[src/rtl/ep_ctrl_pkg.sv]
package ep_ctrl_pkg;
  typedef enum logic [1:0] {
    RSP_NONE  = 2'd0,
    RSP_ACK   = 2'd1,
    RSP_NAK   = 2'd2,
    RSP_STALL = 2'd3
  } ep_rsp_e;

  localparam int B_TXDONE = 0;
  localparam int B_RX0    = 1;
  localparam int B_SETUP  = 2;
  localparam int B_ERR    = 3;
  localparam int B_TXRDY  = 4;
  localparam int B_FSTALL = 5;
  localparam int B_RX1    = 6;
  localparam int B_DIR    = 7;
  localparam int B_TYPE   = 8;
  localparam int B_TGL    = 11;
  localparam int B_EN     = 15;
  localparam int B_CNT    = 16;
  localparam int CNT_MAX  = 11;

  typedef struct packed {
    logic txdone;
    logic rx0;
    logic setup;
    logic err;
    logic txrdy;
    logic rx1;
  } ep_flags_t;

  function automatic logic is_iso(input logic [2:0] typ);
    return typ[1:0] == 2'b01;
  endfunction
endpackage

[src/rtl/ep_flag_regs.sv]
module ep_flag_regs
  import ep_ctrl_pkg::*;
(
  input  logic       clk_i,
  input  logic       rst_ni,
  input  logic       ep_rst_i,
  input  logic       cpu_wr_i,
  input  logic [7:0] wd_i,
  input  logic       set_txdone_i,
  input  logic [1:0] set_rx_i,
  input  logic       set_setup_i,
  input  logic       set_err_i,
  input  logic       clr_txrdy_i,
  output ep_flags_t  flags_o
);
  ep_flags_t q, nxt;
  logic unused_bits;
  assign unused_bits = ^{wd_i[7], wd_i[5]};

  always_comb begin
    nxt = q;
    if (cpu_wr_i) begin
      nxt.txdone = q.txdone & wd_i[B_TXDONE];
      nxt.rx0    = q.rx0    & wd_i[B_RX0];
      nxt.setup  = q.setup  & wd_i[B_SETUP];
      nxt.err    = q.err    & wd_i[B_ERR];
      nxt.rx1    = q.rx1    & wd_i[B_RX1];
      nxt.txrdy  = q.txrdy  | wd_i[B_TXRDY];
    end
    nxt.txdone = nxt.txdone | set_txdone_i;
    nxt.rx0    = nxt.rx0    | set_rx_i[0];
    nxt.rx1    = nxt.rx1    | set_rx_i[1];
    nxt.setup  = nxt.setup  | set_setup_i;
    nxt.err    = nxt.err    | set_err_i;
    nxt.txrdy  = nxt.txrdy  & ~clr_txrdy_i;
  end

  always_ff @(posedge clk_i or negedge rst_ni) begin
    if (!rst_ni)       q <= '0;
    else if (ep_rst_i) q <= '0;
    else               q <= nxt;
  end

  assign flags_o = q;

  a_r2_write0_clears: assert property (@(posedge clk_i) disable iff (!rst_ni)
    cpu_wr_i && !wd_i[B_RX0] && !set_rx_i[0] |=> !flags_o.rx0);
  a_r2_hw_set_wins: assert property (@(posedge clk_i) disable iff (!rst_ni)
    set_setup_i && !ep_rst_i |=> flags_o.setup);
endmodule

[src/rtl/ep_rx_banks.sv]
module ep_rx_banks
  import ep_ctrl_pkg::*;
#(
  parameter bit          PING_PONG = 1'b1,
  parameter int unsigned CNT_W     = 11
) (
  input  logic             clk_i,
  input  logic             rst_ni,
  input  logic             ep_rst_i,
  input  logic             setup_ok_i,
  input  logic             out_ok_i,
  input  logic [CNT_W-1:0] cnt_i,
  input  logic [1:0]       full_i,
  output logic             tgt_bank_o,
  output logic [CNT_W-1:0] cnt_o
);
  generate
    if (PING_PONG) begin : g_pp
      logic             cur_q;
      logic [CNT_W-1:0] cnt_q [2];
      logic             rd;

      always_ff @(posedge clk_i or negedge rst_ni) begin
        if (!rst_ni) begin
          cur_q <= 1'b0; cnt_q[0] <= '0; cnt_q[1] <= '0;
        end else if (ep_rst_i) begin
          cur_q <= 1'b0; cnt_q[0] <= '0; cnt_q[1] <= '0;
        end else begin
          if (out_ok_i) cur_q <= ~cur_q;
          if (setup_ok_i)    cnt_q[0]     <= cnt_i;
          else if (out_ok_i) cnt_q[cur_q] <= cnt_i;
        end
      end

      // with both banks full the next target is also the oldest
      assign rd         = (&full_i) ? cur_q : full_i[1];
      assign tgt_bank_o = cur_q;
      assign cnt_o      = cnt_q[rd];

      a_r6_alternate: assert property (@(posedge clk_i) disable iff (!rst_ni)
        out_ok_i && !ep_rst_i |=> tgt_bank_o != $past(tgt_bank_o));
    end else begin : g_single
      logic [CNT_W-1:0] cnt_q;
      logic             unused_full;
      assign unused_full = ^full_i;

      always_ff @(posedge clk_i or negedge rst_ni) begin
        if (!rst_ni)                     cnt_q <= '0;
        else if (ep_rst_i)               cnt_q <= '0;
        else if (setup_ok_i || out_ok_i) cnt_q <= cnt_i;
      end

      assign tgt_bank_o = 1'b0;
      assign cnt_o      = cnt_q;
    end
  endgenerate
endmodule

[src/rtl/ep_handshake.sv]
module ep_handshake
  import ep_ctrl_pkg::*;
(
  input  logic    en_i,
  input  logic    fstall_i,
  input  logic    setup_pend_i,
  input  logic    tgt_full_i,
  input  logic    txrdy_i,
  output ep_rsp_e out_rsp_o,
  output ep_rsp_e in_rsp_o
);
  always_comb begin
    if (!en_i)                           out_rsp_o = RSP_NONE;
    else if (fstall_i)                   out_rsp_o = RSP_STALL;
    else if (setup_pend_i || tgt_full_i) out_rsp_o = RSP_NAK;
    else                                 out_rsp_o = RSP_ACK;

    if (!en_i)         in_rsp_o = RSP_NONE;
    else if (fstall_i) in_rsp_o = RSP_STALL;
    else if (txrdy_i)  in_rsp_o = RSP_ACK;
    else               in_rsp_o = RSP_NAK;
  end
endmodule

[src/rtl/usb_ep_ctrl.sv]
module usb_ep_ctrl
  import ep_ctrl_pkg::*;
#(
  parameter bit          PING_PONG = 1'b1,
  parameter int unsigned CNT_W     = 11
) (
  input  logic             clk_i,
  input  logic             rst_ni,
  input  logic             cpu_wr_i,
  input  logic [31:0]      cpu_wdata_i,
  input  logic             ep_rst_i,
  input  logic             setup_i,
  input  logic             out_i,
  input  logic [CNT_W-1:0] out_cnt_i,
  input  logic             in_ack_i,
  input  logic             stall_ack_i,
  input  logic             iso_err_i,
  output logic [1:0]       out_rsp_o,
  output logic [1:0]       in_rsp_o,
  output logic             rx_bank_o,
  output logic             tgl_o,
  output logic [31:0]      csr_o,
  output logic             irq_o
);
  localparam int unsigned CW = (CNT_W > CNT_MAX) ? CNT_MAX : CNT_W;

  logic       fstall_q, dir_q, en_q, tgl_q;
  logic [2:0] type_q;
  ep_flags_t  flags;
  ep_rsp_e    out_rsp, in_rsp;
  logic       tgt_bank, tgt_full, iso;
  logic       out_ok, in_ok, setup_ok, stall_ok, isoerr_ok;
  logic [1:0] set_rx;
  logic [CNT_W-1:0] cnt_show;
  logic       unused_wd;
  assign unused_wd = ^{cpu_wdata_i[31:16], cpu_wdata_i[14:11]};

  assign iso       = is_iso(type_q);
  assign tgt_full  = tgt_bank ? flags.rx1 : flags.rx0;
  assign out_ok    = out_i && (out_rsp == RSP_ACK);
  assign in_ok     = in_ack_i && (in_rsp == RSP_ACK);
  assign setup_ok  = setup_i && en_q;
  assign stall_ok  = stall_ack_i && en_q && fstall_q && !iso;
  assign isoerr_ok = iso_err_i && en_q && iso;
  assign set_rx    = out_ok ? (tgt_bank ? 2'b10 : 2'b01) : 2'b00;

  always_ff @(posedge clk_i or negedge rst_ni) begin
    if (!rst_ni) begin
      fstall_q <= 1'b0; dir_q <= 1'b0; type_q <= '0; en_q <= 1'b0;
    end else if (cpu_wr_i) begin
      fstall_q <= cpu_wdata_i[B_FSTALL];
      dir_q    <= cpu_wdata_i[B_DIR];
      type_q   <= cpu_wdata_i[B_TYPE +: 3];
      en_q     <= cpu_wdata_i[B_EN];
    end
  end

  always_ff @(posedge clk_i or negedge rst_ni) begin
    if (!rst_ni)                tgl_q <= 1'b0;
    else if (ep_rst_i)          tgl_q <= 1'b0;
    else if (setup_ok)          tgl_q <= 1'b1;
    else if (out_ok || in_ok)   tgl_q <= ~tgl_q;
  end

  ep_flag_regs u_flags (
    .clk_i, .rst_ni, .ep_rst_i, .cpu_wr_i,
    .wd_i         (cpu_wdata_i[7:0]),
    .set_txdone_i (in_ok),
    .set_rx_i     (set_rx),
    .set_setup_i  (setup_ok),
    .set_err_i    (stall_ok || isoerr_ok),
    .clr_txrdy_i  (in_ok),
    .flags_o      (flags)
  );

  ep_rx_banks #(.PING_PONG(PING_PONG), .CNT_W(CNT_W)) u_banks (
    .clk_i, .rst_ni, .ep_rst_i,
    .setup_ok_i (setup_ok),
    .out_ok_i   (out_ok),
    .cnt_i      (out_cnt_i),
    .full_i     ({flags.rx1, flags.rx0}),
    .tgt_bank_o (tgt_bank),
    .cnt_o      (cnt_show)
  );

  ep_handshake u_hs (
    .en_i         (en_q),
    .fstall_i     (fstall_q),
    .setup_pend_i (flags.setup),
    .tgt_full_i   (tgt_full),
    .txrdy_i      (flags.txrdy),
    .out_rsp_o    (out_rsp),
    .in_rsp_o     (in_rsp)
  );

  always_comb begin
    csr_o              = '0;
    csr_o[B_TXDONE]    = flags.txdone;
    csr_o[B_RX0]       = flags.rx0;
    csr_o[B_SETUP]     = flags.setup;
    csr_o[B_ERR]       = flags.err;
    csr_o[B_TXRDY]     = flags.txrdy;
    csr_o[B_FSTALL]    = fstall_q;
    csr_o[B_RX1]       = flags.rx1;
    csr_o[B_DIR]       = dir_q;
    csr_o[B_TYPE +: 3] = type_q;
    csr_o[B_TGL]       = tgl_q;
    csr_o[B_EN]        = en_q;
    csr_o[B_CNT +: CW] = cnt_show[CW-1:0];
  end

  assign irq_o     = flags.txdone | flags.rx0 | flags.rx1 | flags.setup | flags.err;
  assign out_rsp_o = out_rsp;
  assign in_rsp_o  = in_rsp;
  assign rx_bank_o = tgt_bank;
  assign tgl_o     = tgl_q;

  a_r3_in_ack_retires: assert property (@(posedge clk_i) disable iff (!rst_ni)
    in_ok && !ep_rst_i |=> !flags.txrdy && flags.txdone);
  a_r5_setup_blocks_out: assert property (@(posedge clk_i) disable iff (!rst_ni)
    flags.setup && !cpu_wr_i && !ep_rst_i |=> $stable(flags.rx0) && $stable(flags.rx1));
  a_r8_setup_data1: assert property (@(posedge clk_i) disable iff (!rst_ni)
    setup_ok && !ep_rst_i |=> tgl_o);
  a_r11_ep_reset: assert property (@(posedge clk_i) disable iff (!rst_ni)
    ep_rst_i |=> !irq_o && !tgl_o && !csr_o[B_TXRDY] && !rx_bank_o);
endmodule

[config.mk]
export PLATFORM = sky130hd
export DESIGN_NAME = usb_ep_ctrl
export DESIGN_NICKNAME = d
export VERILOG_FILES = /design/src/rtl/ep_ctrl_pkg.sv /design/src/rtl/ep_flag_regs.sv /design/src/rtl/ep_rx_banks.sv /design/src/rtl/ep_handshake.sv /design/src/rtl/usb_ep_ctrl.sv
export SDC_FILE = /design/constraint.sdc
export NUM_CORES = 1
export LEC_CHECK = 0
export ABC_CLOCK_PERIOD_IN_PS = 3400
export BUFFER_PORTS_ARGS = -buffer_cell sky130_fd_sc_hd__buf_2
export CORE_ASPECT_RATIO = 0.9
export CORE_MARGIN = 3
export CORE_UTILIZATION = 40
export CTS_CLUSTER_DIAMETER = 150
export CTS_CLUSTER_SIZE = 12
export DETAILED_ROUTE_END_ITERATION = 10
export GPL_TIMING_DRIVEN = 0
export PLACE_DENSITY = 0.73
export SETUP_SLACK_MARGIN = 0.3
export SKIP_CTS_REPAIR_TIMING = 1
export SLEW_MARGIN = 25
export SYNTH_ARGS = -nofsm -noshare
export SYNTH_HDL_FRONTEND = slang
export SYNTH_HIERARCHICAL = 1
export SYNTH_SLANG_ARGS = --single-unit
[constraint.sdc]
create_clock -name clk_i -period 3.4 [get_ports clk_i]
set_clock_uncertainty 0.1 [all_clocks]
set_input_delay 0.68 -clock clk_i [delete_from_list [all_inputs] [get_ports clk_i]]
set_output_delay 0.68 -clock clk_i [all_outputs]
set_load 0.02 [all_outputs]
* After elaboration in Yosys (flattened, before gate mapping)
Index checks and enable logic that the tools add are counted.
** Word-level totals
- Flip-flop bits (word level) :: 36
- Memories kept :: 0
- ROM bits :: 0
- Bits in writable memories :: 0
- Output and inout bits :: 39
- Latch bits :: 0
- Bits of input ports :: 52
- Word-level logic and storage cells :: 87
** Cells by class
- Muxes and demuxes :: 27
- $add $sub $neg :: 0
- Equality and inequality tests :: 4
- Bitwise gates (word level) :: 21
- Shift operators :: 0
- Reduce and logical (&&, ||, !) cells :: 18
- Multipliers :: 0
- Div/mod/pow operators :: 0
- Order comparisons :: 3
** Operators with widths (number)
- $mux 11 :: 6
- $mux 22 :: 2
- $bwmux 22 :: 1
- $mux 2 :: 8
- $mux 6 :: 2
- $demux 11 s1 :: 1
- $or 1x1->1 :: 10
- $logic_and 1x1->1 :: 9
- $mux 1 :: 7
- $and 1x1->1 :: 6
- $eq 2x1->1 const B :: 3
- $reduce_bool 3->1 :: 2
- $ge 2x2->1 const B :: 2
- $not 1->2 :: 2
- $reduce_and 2->1 :: 2
- $logic_or 1x1->1 :: 3
- $not 1->1 :: 3
- $lt 2x1->1 const B :: 1
- $ne 2x2->1 const B :: 1
- $reduce_bool 2->1 :: 1
- $logic_not 1->1 :: 1

* Logic depth before layout (Yosys ltp)
- Depth after elaboration :: 11
- Gate-level depth with buffers :: 9
- Depth with buffers taken out :: 7

* Modules after synthesis
The synthesis kept the hierarchy.
** Modules (own cells, without submodules)
- ep_rx_banks :: cells each 115, area each 1267.5 um2, instances 1, sequential area each 575.6 um2
- usb_ep_ctrl :: cells each 46, area each 452.9 um2, instances 1, sequential area each 175.2 um2
- ep_flag_regs :: cells each 23, area each 291.5 um2, instances 1, sequential area each 150.1 um2
- ep_handshake :: cells each 6, area each 37.5 um2, instances 1, sequential area each 0.0 um2

* Least setup slack after synthesis
Ideal clock, no wire load.
- Path type :: flip-flop to flip-flop
- From :: register u_banks.g_pp.cur_q, in the netlist u_banks/tgt_bank_o
- To :: register u_banks/g_pp.cnt_q[6] (netlist bit)
- Stages on the path, launching flop included :: 10
- Period minus slack after synthesis :: 2.297 ns
- Buffers on the path :: 2
- Required time :: 3.227 ns
- Arrival time :: 2.124 ns
- Library setup time :: 0.073 ns
- Slack :: 1.103 ns
- Path through :: dfrtp_1 > mux2_1 > nor2_1 > o21a_1 > and3b_1 > clkbuf_2 > and3b_1 > buf_6 > nand2_1 > a21oi_2
** Between the ends
- Longest elaborated chain between the ends :: 9
- Elaborated cells between the ends (all ways) :: 19
- Those cells by class :: order compare: 2; eq/ne: 1; mux: 10; bitwise: 1; reduce/logical: 5
** Ends and longest elaborated chain
- from (decl) :: line ep_rx_banks.sv:19 : logic cur_q;
- from (signal assigned) :: line ep_rx_banks.sv:29 : if (out_ok_i) cur_q <= ~cur_q;
- $mux 1 :: line usb_ep_ctrl.sv:39 : assign tgt_full = tgt_bank ? flags.rx1 : flags.rx0;
- net tgt_full :: line usb_ep_ctrl.sv:31 : logic tgt_bank, tgt_full, iso;
- $logic_or 1x1->1 :: line ep_handshake.sv:15 : else if (setup_pend_i || tgt_full_i) out_rsp_o = RSP_NAK;
- $mux 2 :: line ep_handshake.sv:15
- $mux 2 :: line ep_handshake.sv:14 : else if (fstall_i) out_rsp_o = RSP_STALL;
- $mux 2 :: line ep_handshake.sv:13 : if (!en_i) out_rsp_o = RSP_NONE;
- net out_rsp_o[0] :: line usb_ep_ctrl.sv:18 : output logic [1:0] out_rsp_o,
- $eq 2x1->1 :: line usb_ep_ctrl.sv:40 : assign out_ok = out_i && (out_rsp == RSP_ACK);
- $logic_and 1x1->1 :: line usb_ep_ctrl.sv:40
- net out_ok :: line usb_ep_ctrl.sv:32 : logic out_ok, in_ok, setup_ok, stall_ok, isoerr_ok;
- $reduce_bool 2->1 (no line)
- $reduce_and 2->1 (no line)
- to (signal, indexed assignment) :: line ep_rx_banks.sv:31 : else if (out_ok_i) cnt_q[cur_q] <= cnt_i;
- to (decl) :: line ep_rx_banks.sv:20 : logic [CNT_W-1:0] cnt_q [2];
The timed path passes the listed nets, and every way through them passes these cells. The select of a mux whose other input is x is not followed.
A chain may end at the register's enable or synchronous reset.

* Final worst setup path
- From :: register u_banks.g_pp.cur_q, in the netlist u_banks/tgt_bank_o
- To :: output port csr_o[17]
** Between the ends
- Longest elaborated chain between the ends :: 5
** Ends and longest elaborated chain
- $mux 1 :: line ep_rx_banks.sv:36 : assign rd = (&full_i) ? cur_q : full_i[1];
- $not 1->2 (not written as such) :: line ep_rx_banks.sv:38 : assign cnt_o = cnt_q[rd];
- $mux 11 (not written as such) (3 in series) :: line ep_rx_banks.sv:38
- to (decl) :: line usb_ep_ctrl.sv:22 : output logic [31:0] csr_o,
Every way passes these cells. The select of a mux whose other input is x is not followed.

==> out/qor.yml <==
die_w_um: 81.5
rows: 24
setup_ws_ns: 0.914
critical_path_class: "reg -> out"
leakage_nw: 1.38
relSlewSlack_pct: 47.0
max_stage_delay_ns: 0.49
clockRootBuffer: "clkbuf_8"
synth_warnings: 6
cts_tree: "built"
vias: 1500
cts_made_buffers: 5
tns_ns: 0
place.detailed.hpwl_um: 3150
final_cell_mix: "63 x buf_2, 36 x dfrtp_1, 25 x nand2_1"
power.switching_w: 0.000321
yosysSeqAreaShare_pct: 44.0
placed_cells: 324
dp_slack_ns: 1.12
wl_um: 4370
die_h_um: 73.9
min_path_type: "in -> async"
avgSynthCellArea_um2: 10.8
crit_chain: "o21ai_2, buf_6, mux2_4, buf_2"
wl_per_cell_um: 13.2
core_um2: 4890
slowest_stage: "dfrtp_1"
worst_pin_slew_ns: 0.794
vdd.ir_drop.worst_uv: 235
crit_required_ns: 2.62
start_util_pct: 41.9
path_clk_slew_ns: 0.08
drtPass1Iterations: 4
ios: 91
fin_crit_sh_pct: 73.1
synth_cell_types: 35
cp-startpoint: "u_banks/tgt_bank_o$_DFFE_PN0P_"
via_per_inst: 4.52
grt_overflow: 0
power_density_nw_per_um2: 481
synth-seq-cells: 36
final-hold-violation-count: 0
ant_nets: 0
clockBufferDepth: 2
final_common_cell: "buf_2"
grt_max_degree: 37
cp_top_family: "flip-flops"
area_growth_pct: 28.1
grt_usage_pct: 16.4
num_antenna_cells: 0
min_period_ns: 2.49
rsz0062_at_grt: "no"
cts.sinks: 36
grt_pass1_wl_um: 7380
setup.worst_path.end_class: "output pin"
cap_violations: 0
synth_area_um2: 2050
gp_congestion: 0.787
clkPwrFrac_pct: 41.0
path_buf_inv: 2
die_area_um2: 6020
syn_inst: 190
start_kind: "flop"
htree_levels: 2
combPwrFrac_pct: 21.1
design_area_um2: 2630
slew_viol_final: 0
drc: 0
clkLatencyLatePin_ns: 0.28
dpl_cell_area_um2: 2470
antenna_found_initial: 0
r2r_start: "u_banks/tgt_bank_o$_DFFE_PN0P_"
io_buffers: 62
cp_max_fo: 10
grt_pass1_vias: 1523
power.internal_w: 0.000943
drive_gt1_share_pct: 42.7
pwr-share-seq_pct: 38.0
switching_share_pct: 25.4
status: "finished clean"
fmax_mhz: 402
worstPathArrival_ns: 1.71
setup_viol: 0
initialDrtViolationCount: 81
power_w: 0.00126
fin_cells: 332
nNetsFinal: 318
worst paths after layout:
path	end	slack (ns)	depth (start not counted)
max reg2reg	u_banks/g_pp.cnt_q[3]$_DFFE_PN0P_	1.10	9
max	csr_o[17]	0.91	4
min in group clk_i	type_q[2]$_DFFE_PN0P_	0.39	1
min reg2reg	type_q[2]$_DFFE_PN0P_	0.39	1
min	u_banks/g_pp.cnt_q[14]$_DFFE_PN0P_	0.38	1
max in group asynchronous	u_banks/g_pp.cnt_q[12]$_DFFE_PN0P_	2.32	1
flip-flops by register name, summed over array words and instances (netlist names):
signal and count:
type_q 3, dir_q 1, fstall_q 1, tgl_o 1, u_banks/g_pp.cnt_q 22, en_q 1
u_banks/tgt_bank_o 1, u_flags/flags_o 6
synthesized netlist by cell type, drive strengths merged:
cell / count / share of area (%)
a21boi: 3 / 1.1
buf: 17 / 7.0
o211ai: 1 / 0.37
nand3b: 2 / 0.73
and3b: 3 / 1.3
a21oi: 13 / 3.9
o21ai: 2 / 0.67
dfrtp: 36 / 44
inv: 5 / 0.92
nand2: 25 / 4.6
nor4: 1 / 0.31
nor2b: 1 / 0.31
nand2b: 22 / 6.7
nor2: 8 / 1.5
mux2i: 11 / 5.4
xnor2: 1 / 0.43
and2: 1 / 0.31
clkbuf: 4 / 1.8
nor3: 8 / 3.2
nor3b: 5 / 3.1
conb: 1 / 0.18
mux2: 17 / 11
o211a: 1 / 0.49
o21a: 2 / 0.73
cells by family after synthesis:
group	after synthesis	share of synthesized area [%]
mux	28	16.5
buf+inv	26	9.71
compound gates	22	7.26
xor+xnor	1	0.427
other cells	1	0.183
simple gates	76	21.9
flops	36	44.0
layout make-up:
cell class | instances | area, um2
Clock inverter | 3 | 90.1
Clock buffer | 5 | 68.8
Tap cell | 65 | 81.3
Multi-Input combinational cell | 135 | 976
Buffer | 21 | 180
Timing Repair Buffer | 62 | 310
Sequential cell | 36 | 901
Fill cell | 452 | 2270
Inverter | 5 | 18.8
power by group through the flow:
stage	Combinational, W	Sequential [W]	Clock, W
floorplan	0.000172	0.000496	0
finish	0.000266	0.000480	0.000517
global placement	0.000266	0.000487	0
global route	0.000291	0.000485	0.000555
detailed placement	0.000269	0.000488	0
CTS	0.000270	0.000480	0.000530
stage by stage:
stage	util (%)	hold WS, ns
after floorplan	-	0.284
after global placement	50.4	0.368
after detailed placement	50.4	0.373
after CTS	53.7	0.391
after global routing	53.7	0.430
final	53.7	0.381
per-layer routing:
metal,track usage (%),wire length (um),part of all wire (%),vias to the layer above
li1,-,-,-,768
met1,21.3,1970,45,694
met2,27.1,2140,49,32
met3,3.19,192,4.4,6
met4,6.19,69,1.6,0
met5,0,0,0,-
Power figures use the tool's default switching activity.
